$ cat src/rtl/led_ctrl_pkg.sv
package led_ctrl_pkg;

  typedef enum logic [1:0] {
    DISP_FAULT  = 2'd0,
    DISP_ROUTE  = 2'd1,
    DISP_NORMAL = 2'd2
  } disp_mode_e;

  // Priority: power fault first, then route override, then normal status.
  function automatic disp_mode_e pick_mode(input logic pwr_good, input logic route_sel);
    if (!pwr_good)      return DISP_FAULT;
    else if (route_sel) return DISP_ROUTE;
    else                return DISP_NORMAL;
  endfunction

  // Half blink period in clock cycles, never below one.
  function automatic int unsigned half_period(input int unsigned clk_hz, input int unsigned blink_hz);
    int unsigned p;
    p = clk_hz / (2 * blink_hz);
    return (p == 0) ? 1 : p;
  endfunction

endpackage

$ cat src/rtl/led_blink_div.sv
module led_blink_div #(
  parameter int unsigned TOGGLE_CYCLES = 12_090_000
) (
  input  logic clk,
  input  logic rst,
  output logic tick_o,
  output logic phase_o
);
  localparam int unsigned CNT_W = (TOGGLE_CYCLES > 1) ? $clog2(TOGGLE_CYCLES) : 1;
  localparam logic [CNT_W-1:0] LAST = CNT_W'(TOGGLE_CYCLES - 1);

  logic [CNT_W-1:0] cnt_q;

  assign tick_o = (cnt_q == LAST);

  always_ff @(posedge clk) begin
    if (rst) begin
      cnt_q   <= '0;
      phase_o <= 1'b0;
    end else if (tick_o) begin
      cnt_q   <= '0;
      phase_o <= ~phase_o;
    end else begin
      cnt_q <= cnt_q + 1'b1;
    end
  end
endmodule

$ cat src/rtl/led_mode_resolver.sv
module led_mode_resolver
  import led_ctrl_pkg::*;
(
  input  logic       pwr_good_i,
  input  logic       route_sel_i,
  output disp_mode_e mode_o
);
  assign mode_o = pick_mode(pwr_good_i, route_sel_i);
endmodule

$ cat src/rtl/led_frame_encoder.sv
module led_frame_encoder
  import led_ctrl_pkg::*;
#(
  parameter int unsigned NUM_BICOLOR = 2
) (
  input  disp_mode_e             mode_i,
  input  logic                   phase_i,
  input  logic                   boot_pin_i,
  input  logic                   uart_rx_i,
  input  logic                   uart_tx_i,
  input  logic                   user_a_i,
  input  logic                   user_b_i,
  output logic [3:0]             mono_o,
  output logic [NUM_BICOLOR-1:0] grn_o,
  output logic [NUM_BICOLOR-1:0] org_o
);
  logic grn_one, org_one;

  always_comb begin
    unique case (mode_i)
      DISP_FAULT: begin
        mono_o  = {2'b00, phase_i, phase_i};
        grn_one = 1'b0;
        org_one = phase_i;
      end
      DISP_ROUTE: begin
        mono_o  = 4'b1111;
        grn_one = phase_i;
        org_one = ~phase_i;
      end
      default: begin
        mono_o  = {user_b_i, user_a_i, uart_tx_i, uart_rx_i};
        grn_one = boot_pin_i;
        org_one = ~boot_pin_i;
      end
    endcase
  end

  for (genvar g = 0; g < NUM_BICOLOR; g++) begin : g_bicolor
    assign grn_o[g] = grn_one;
    assign org_o[g] = org_one;
  end
endmodule

$ cat src/rtl/board_led_ctrl.sv
module board_led_ctrl
  import led_ctrl_pkg::*;
#(
  parameter int unsigned CLK_HZ      = 24_180_000,
  parameter int unsigned BLINK_HZ    = 1,
  parameter int unsigned NUM_BICOLOR = 2
) (
  input  logic                   clk,
  input  logic                   rst,
  input  logic                   pwr_good_i,
  input  logic                   route_sel_i,
  input  logic                   boot_pin_i,
  input  logic                   uart_rx_i,
  input  logic                   uart_tx_i,
  input  logic                   user_a_i,
  input  logic                   user_b_i,
  output logic [3:0]             led_o,
  output logic [NUM_BICOLOR-1:0] bicolor_grn_o,
  output logic [NUM_BICOLOR-1:0] bicolor_org_o
);
  localparam int unsigned TOGGLE_CYCLES = half_period(CLK_HZ, BLINK_HZ);

  // Internal events, named for the checker.
  logic                   phase_tick;
  logic                   blink_phase;
  disp_mode_e             disp_mode;
  logic [3:0]             mono_d;
  logic [NUM_BICOLOR-1:0] grn_d, org_d;

  led_blink_div #(.TOGGLE_CYCLES(TOGGLE_CYCLES)) u_div (
    .clk     (clk),
    .rst     (rst),
    .tick_o  (phase_tick),
    .phase_o (blink_phase)
  );

  led_mode_resolver u_mode (
    .pwr_good_i  (pwr_good_i),
    .route_sel_i (route_sel_i),
    .mode_o      (disp_mode)
  );

  led_frame_encoder #(.NUM_BICOLOR(NUM_BICOLOR)) u_enc (
    .mode_i     (disp_mode),
    .phase_i    (blink_phase),
    .boot_pin_i (boot_pin_i),
    .uart_rx_i  (uart_rx_i),
    .uart_tx_i  (uart_tx_i),
    .user_a_i   (user_a_i),
    .user_b_i   (user_b_i),
    .mono_o     (mono_d),
    .grn_o      (grn_d),
    .org_o      (org_d)
  );

  always_ff @(posedge clk) begin
    if (rst) begin
      led_o         <= '0;
      bicolor_grn_o <= '0;
      bicolor_org_o <= '0;
    end else begin
      led_o         <= mono_d;
      bicolor_grn_o <= grn_d;
      bicolor_org_o <= org_d;
    end
  end
endmodule

$ cat config.mk
export PLATFORM = sky130hd
export DESIGN_NAME = board_led_ctrl
export DESIGN_NICKNAME = d
export VERILOG_FILES = /design/src/rtl/led_ctrl_pkg.sv /design/src/rtl/led_blink_div.sv /design/src/rtl/led_mode_resolver.sv /design/src/rtl/led_frame_encoder.sv /design/src/rtl/board_led_ctrl.sv
export SDC_FILE = /design/constraint.sdc
export NUM_CORES = 1
export LEC_CHECK = 0
export BUFFER_PORTS_ARGS = -buffer_cell sky130_fd_sc_hd__buf_2
export CORE_UTILIZATION = 42
export DETAILED_ROUTE_END_ITERATION = 8
export PLACE_DENSITY = 0.69
export SYNTH_ARGS = -nofsm -noshare
export SYNTH_HDL_FRONTEND = slang
export SYNTH_SLANG_ARGS = --single-unit
$ cat constraint.sdc
create_clock -name clk -period 2.05 [get_ports clk]
set_input_delay 0.1025 -clock clk [delete_from_list [all_inputs] [get_ports clk]]
set_output_delay 0.1025 -clock clk [all_outputs]
set_load 0.02 [all_outputs]
After elaboration in Yosys (flattened, before gate mapping). Cells that the tools add are included.

Reduce and logical (&&, ||, !) cells: 2. Bitwise operators: 2. $add $sub $neg: 1. Equal/unequal tests: 2. Muxes and demuxes: 5.

Operator list (number): adder 24 x 1 -> 24 bit, second input constant (1); == test 24 bit, second input constant (1); one-hot mux 4 bit (2 select lines) (1); two-way mux 2 bit (2); one-hot mux 1 bit (2 select lines) (2); == test 2 x 1 -> 1 bit, second input constant (1); zero test 2 bit (1); inverter 1 bit (2); OR reduction 2 bit (1).

Register bits: 31. Word-level logic and storage cells: 17. Output and inout bits: 8.

Logic depth before layout (Yosys ltp).
Depth after elaboration: 4. Gate-level depth with buffers: 7.

Hierarchy. Synthesis repeated with hierarchy kept, for this count alone.

Cell total of the unflattened synthesis: 177. Area total of the unflattened synthesis: 1561.5 sq um.

By module, submodules not included: led_blink_div (cells each 139, sequential area each 500.5 sq um, instances 1, area an instance 1219.9 sq um); board_led_ctrl (cells each 16, sequential area each 160.2 sq um, instances 1, area an instance 210.2 sq um); led_frame_encoder (cells each 20, sequential area each 0.0 sq um, instances 1, area an instance 115.1 sq um); led_mode_resolver (cells each 2, sequential area each 0.0 sq um, instances 1, area an instance 16.3 sq um).

Worst setup path before layout. Ideal clock, no wire load.

Path type: reg-to-reg. From: register u_div.cnt_q[0]. To: register u_div.cnt_q[13]. Arrival: 1.619 ns. Slack: 0.313 ns. Stages on the path, launching flop included: 8. Data required time: 1.933 ns. Buffers on the path: 2. Period minus slack after synthesis: 1.737 ns. Library setup time: 0.117 ns. Cell sequence: dfxtp_1 ha_1 clkbuf_1 and3_1 nand4_1 o21bai_1 buf_2 nor2_1.

Cells in the longest elaborated chain, start to end: 2. Elaborated cells between the ends (all ways): 3.

Ends and longest elaborated chain: start: declaration (line led_blink_div.sv:12) `logic [CNT_W-1:0] cnt_q;`; start signal: assignment (line led_blink_div.sv:24) `cnt_q <= cnt_q + 1'b1;`; parallel branches: the longest is 2 deep, another holds adder 24 x 1 -> 24 bit.

Parallel ways; which one is timed is not known. A chain may end at the register's enable or synchronous reset.

Worst setup path after layout.
From: register u_div.cnt_q[5]. To: register u_div.cnt_q[17].

The elaborated chain is that of the path after synthesis.

==> report_table.html <==
<table>
<tr><th>Metric</th><th>Value</th></tr>
<tr><th colspan="2">Detailed routing</th></tr>
<tr><td>Routed wire length</td><td>2907 um</td></tr>
<tr><td>Number of routed nets with antenna violations</td><td>0</td></tr>
<tr><td>Via density</td><td>5.569</td></tr>
<tr><td>Number of optimization iterations in the first detailed-route pass</td><td>4</td></tr>
<tr><td>Routed length per placed instance</td><td>12.53 um</td></tr>
<tr><td>Routed vias</td><td>1292</td></tr>
<tr><td>DRC</td><td>0</td></tr>
<tr><td>Violation count after the first detailed-route iteration</td><td>60</td></tr>
<tr><th colspan="2">Logic synthesis</th></tr>
<tr><td>Warnings, synthesis</td><td>0</td></tr>
<tr><td>Syn Inst Count</td><td>166</td></tr>
<tr><td>Number of storage elements in the synthesis netlist</td><td>31</td></tr>
<tr><td>Synthesized net count</td><td>176</td></tr>
<tr><td>Netlist cell types</td><td>32</td></tr>
<tr><td>Top cells by area in the synthesized netlist</td><td>sky130_fd_sc_hd__dfxtp_1 43%, sky130_fd_sc_hd__nor2_1 6.3%, sky130_fd_sc_hd__xor2_1 4.9%</td></tr>
<tr><td>Simple-gate share of the synthesized area</td><td>0.3339</td></tr>
<tr><td>Mapped Area</td><td>1428 um2</td></tr>
<tr><td>Most area-hungry cell type in the Yosys netlist</td><td>sky130_fd_sc_hd__dfxtp_1</td></tr>
<tr><td>Yosys top cell area share</td><td>0.4347</td></tr>
<tr><td>Main combinational cell family by area after synthesis</td><td>simple AND/OR/NAND/NOR gates</td></tr>
<tr><td>Number of flops mapped to enable cells by yosys</td><td>0</td></tr>
<tr><td>Fraction of the mapped netlist area in compound gates</td><td>0.09904</td></tr>
<tr><td>Share of async-settable or async-resettable flops after synthesis</td><td>0</td></tr>
<tr><td>Sequential area share after synthesis</td><td>0.4347</td></tr>
<tr><td>Most used flip-flop cell after synthesis</td><td>sky130_fd_sc_hd__dfxtp_1</td></tr>
<tr><td>Post-Synth XOR/XNOR Area</td><td>0.07975</td></tr>
<tr><td>Share of synthesized cell area in full adder, half adder and majority cells</td><td>0.008764</td></tr>
<tr><td>Mean instance size in the synthesized netlist</td><td>8.600 um2</td></tr>
<tr><td>Multiplexer share of the synthesized area</td><td>0</td></tr>
<tr><th colspan="2">Pwr</th></tr>
<tr><td>Pleak</td><td>0.0005843 uW</td></tr>
<tr><td>Worst supply voltage drop on vdd</td><td>0.3192 mV</td></tr>
<tr><td>Power density normalized to cell area</td><td>668.2 nW/um2</td></tr>
<tr><th colspan="2">Setup path</th></tr>
<tr><td>Crit Path Category</td><td>flip-flop to flip-flop</td></tr>
<tr><td>Reg2reg path depth</td><td>4</td></tr>
<tr><td>Critical path capture point type</td><td>flip-flop</td></tr>
<tr><td>Startpoint kind of the worst setup timing path</td><td>flip-flop</td></tr>
<tr><td>Data arrival, critical path</td><td>2.07 ns</td></tr>
<tr><td>RR Startpoint</td><td>u_div.cnt_q[5]</td></tr>
<tr><td>Startpoint of the worst setup timing path</td><td>u_div.cnt_q[5]</td></tr>
<tr><td>Capture point of the critical path</td><td>u_div.cnt_q[17]</td></tr>
<tr><td>Critical R2R Capture</td><td>u_div.cnt_q[17]</td></tr>
<tr><td>Worst reg2reg setup slack</td><td>0.25 ns</td></tr>
<tr><td>CP Data Required Time</td><td>2.32 ns</td></tr>
<tr><td>Maximum fanout along the worst path</td><td>14</td></tr>
<tr><th colspan="2">Placed design</th></tr>
<tr><td>Post-placement setup slack</td><td>0.3056 ns</td></tr>
<tr><td>Number of port buffers</td><td>16</td></tr>
<tr><td>DP HPWL</td><td>2000 um</td></tr>
<tr><td>Area after detailed placement</td><td>1523 um2</td></tr>
<tr><td>RD Place Congestion</td><td>0.8688</td></tr>
<tr><th colspan="2">STA</th></tr>
<tr><td>Setup clock skew after layout</td><td>0.01117 ns</td></tr>
<tr><td>Number of max-slew violations in the final report</td><td>0</td></tr>
<tr><td>Highest clock rate</td><td>0.5551 GHz</td></tr>
<tr><td>Slew headroom</td><td>0.7741</td></tr>
<tr><td>Final count of negative-setup-slack endpoints</td><td>0</td></tr>
<tr><td>Final WS setup</td><td>0.2485 ns</td></tr>
<tr><td>Total negative slack for setup checks</td><td>0 ns</td></tr>
<tr><td>Number of hold-slack violations in the final timing report</td><td>0</td></tr>
<tr><td>Worst Hold Margin</td><td>0.04589 ns</td></tr>
<tr><td>Post-route fraction of the period consumed by the critical path</td><td>0.8788</td></tr>
<tr><td>Crit path time final</td><td>1.801 ns</td></tr>
<tr><td>Setup repair after global routing missed its margin</td><td>no</td></tr>
<tr><td>Actual slew at the worst max-slew pin</td><td>0.3358 ns</td></tr>
<tr><th colspan="2">Global routing</th></tr>
<tr><td>Antenna violations before repair</td><td>0</td></tr>
<tr><td>Largest net degree at the start of global routing</td><td>24</td></tr>
<tr><td>Total GRT Usage</td><td>0.1846</td></tr>
<tr><td>Leftover overflow at the end of global routing</td><td>0</td></tr>
<tr><td>First-pass GRT wire length</td><td>4933 um</td></tr>
<tr><td>Via count of the first global-routing pass</td><td>1162</td></tr>
<tr><th colspan="2">Floorplanning</th></tr>
<tr><td>Y dimension of the die</td><td>60.30 um</td></tr>
<tr><td>Top-level port count</td><td>17</td></tr>
<tr><td>Number of placement rows</td><td>20</td></tr>
<tr><td>Chip Width</td><td>60.30 um</td></tr>
<tr><td>Starting utilization of the core area</td><td>0.4564</td></tr>
<tr><td>Area enclosed by the die boundary</td><td>3636 um2</td></tr>
<tr><td>Core region area</td><td>3128 um2</td></tr>
<tr><th colspan="2">Final layout</th></tr>
<tr><td>Synth-to-Final Area Change</td><td>14.99%</td></tr>
<tr><td>Final net count</td><td>197</td></tr>
<tr><td>Filler Cells Inserted</td><td>286</td></tr>
<tr><td>Number of antenna diodes</td><td>0</td></tr>
<tr><td>Final instance area</td><td>1642 um2</td></tr>
<tr><td>Ratio of cells with drive above 1 in the final layout</td><td>0.1543</td></tr>
<tr><th colspan="2">Clocking</th></tr>
<tr><td>CTS tree</td><td>yes</td></tr>
<tr><td>Total number of clock tree sinks</td><td>31</td></tr>
<tr><td>Number of levels in the clock H-tree</td><td>2</td></tr>
<tr><td>Buffers from clock root to sink, at most</td><td>2</td></tr>
<tr><td>Clock latency on the worst-skew pair</td><td>0.33 ns</td></tr>
<tr><td>Number of CTS-inserted buffers</td><td>5</td></tr>
<tr><td>CTS Root Buffer Type</td><td>sky130_fd_sc_hd__clkbuf_4</td></tr>
<tr><td>Clock Pin Slew Worst Setup and Hold Paths</td><td>0.09 ns</td></tr>
<tr><th colspan="2">Outcome</th></tr>
<tr><td>Outcome</td><td>completed</td></tr>
<tr><th colspan="2">Job</th></tr>
<tr><td>Maximum capacitance violations</td><td>0</td></tr>
<tr><th colspan="2">Hold path</th></tr>
<tr><td>Hold Crit Class</td><td>primary input to flip-flop</td></tr>
</table>
per-stage QoR:
| stage | utilization | instances | total power, uW |
|---|---|---|---|
| final | 0.5248 | 232 | 1097 |
| after global routing | 0.5248 | 232 | 1147 |
| after CTS | 0.5248 | 232 | 1101 |
| after detailed placement | 0.4868 | 219 | 702.0 |
| after global placement | 0.4868 | 219 | 700.5 |
| after floorplan | - | 166 | 677.7 |
cells by family after synthesis:
family	count (synthesis)
compound gates	24
xor+xnor	13
flops	31
simple gates	86
buf+inv	11
fa+ha+maj	1
power by group:
| part | internal [uW] | switching (uW) |
|---|---|---|
| Combinational | 32.2 | 39.8 |
| Sequential | 615 | 8.28 |
| Clock | 202 | 201 |
| Total | 848 | 249 |
metal layers:
metal	routed length (um)	GRT usage
met5	0	0
met4	82	0.1262
met3	146	0.05195
met2	1361	0.2920
met1	1316	0.2153
worst min-delay path by stage:
stage | endpoint | startpoint | cells after the start | slack, ns
global placement | led_o[0] | uart_rx_i | 3 | 0.32
detailed placement | led_o[1] | uart_tx_i | 3 | 0.32
floorplan | bicolor_org_o[0] | rst | 1 | 0.17
finish | led_o[3] | route_sel_i | 3 | 0.05
global route | bicolor_grn_o[0] | boot_pin_i | 3 | 0.05
CTS | led_o[3] | route_sel_i | 3 | 0.04
synth_stat cells (all sizes together) (3+ instances only):
library cell  count
nand2             9
o21ai             4
and3              4
o31ai             6
nand4            10
and4              5
a21oi            11
nand2b            3
nor2             24
dfxtp            31
buf               8
xor2              8
or3               4
or4               7
xnor2             5
nand3            12
what timing repair did:
| action | in CTS | in global routing |
|---|---|---|
| hold buffers | 5 | 0 |
| gates resized for setup | 0 | 0 |
| hold endpoints to repair | 7 | 0 |
| buffers inserted | 0 | 0 |
critical path, stage by stage, from the launching register on:
cell and delay [ns]:
sky130_fd_sc_hd__dfxtp_1 0.51, sky130_fd_sc_hd__and4_4 0.31, sky130_fd_sc_hd__nand3_2 0.22, sky130_fd_sc_hd__or4_1 0.54, sky130_fd_sc_hd__a21oi_1 0.16
layout by cell type, fill, tap and decap left out, drive strengths merged, types with 3 or more instances in the layout:
cell and n:
dfxtp 31, nor2 24, nand4 10, nand2 9, xor2 8, xnor2 5
nand2b 3, clkbuf 8, or4 7, and4 5, or3 4, dlygate4sd3 5
o21ai 4, o31ai 6, a21oi 11, buf 18, nand3 12, and3 4
flip-flops by register name (all words and copies together), names as in the netlist:
| signal | cells |
|---|---|
| bicolor_grn_o | 1 |
| bicolor_org_o | 1 |
| led_o | 4 |
| u_div.cnt_q | 24 |
| u_div.phase_o | 1 |
layout make-up:
cell class,instances,area [um2],area share
sequential,31,620.6,0.3780
tap,44,55.05,0.03354
clock buffer,8,68.82,0.04192
inverter,2,7.507,0.004573
timing repair buffer,23,145.1,0.08841
multi-input combinational,124,744.5,0.4535
(Power assumes the default switching activity.)
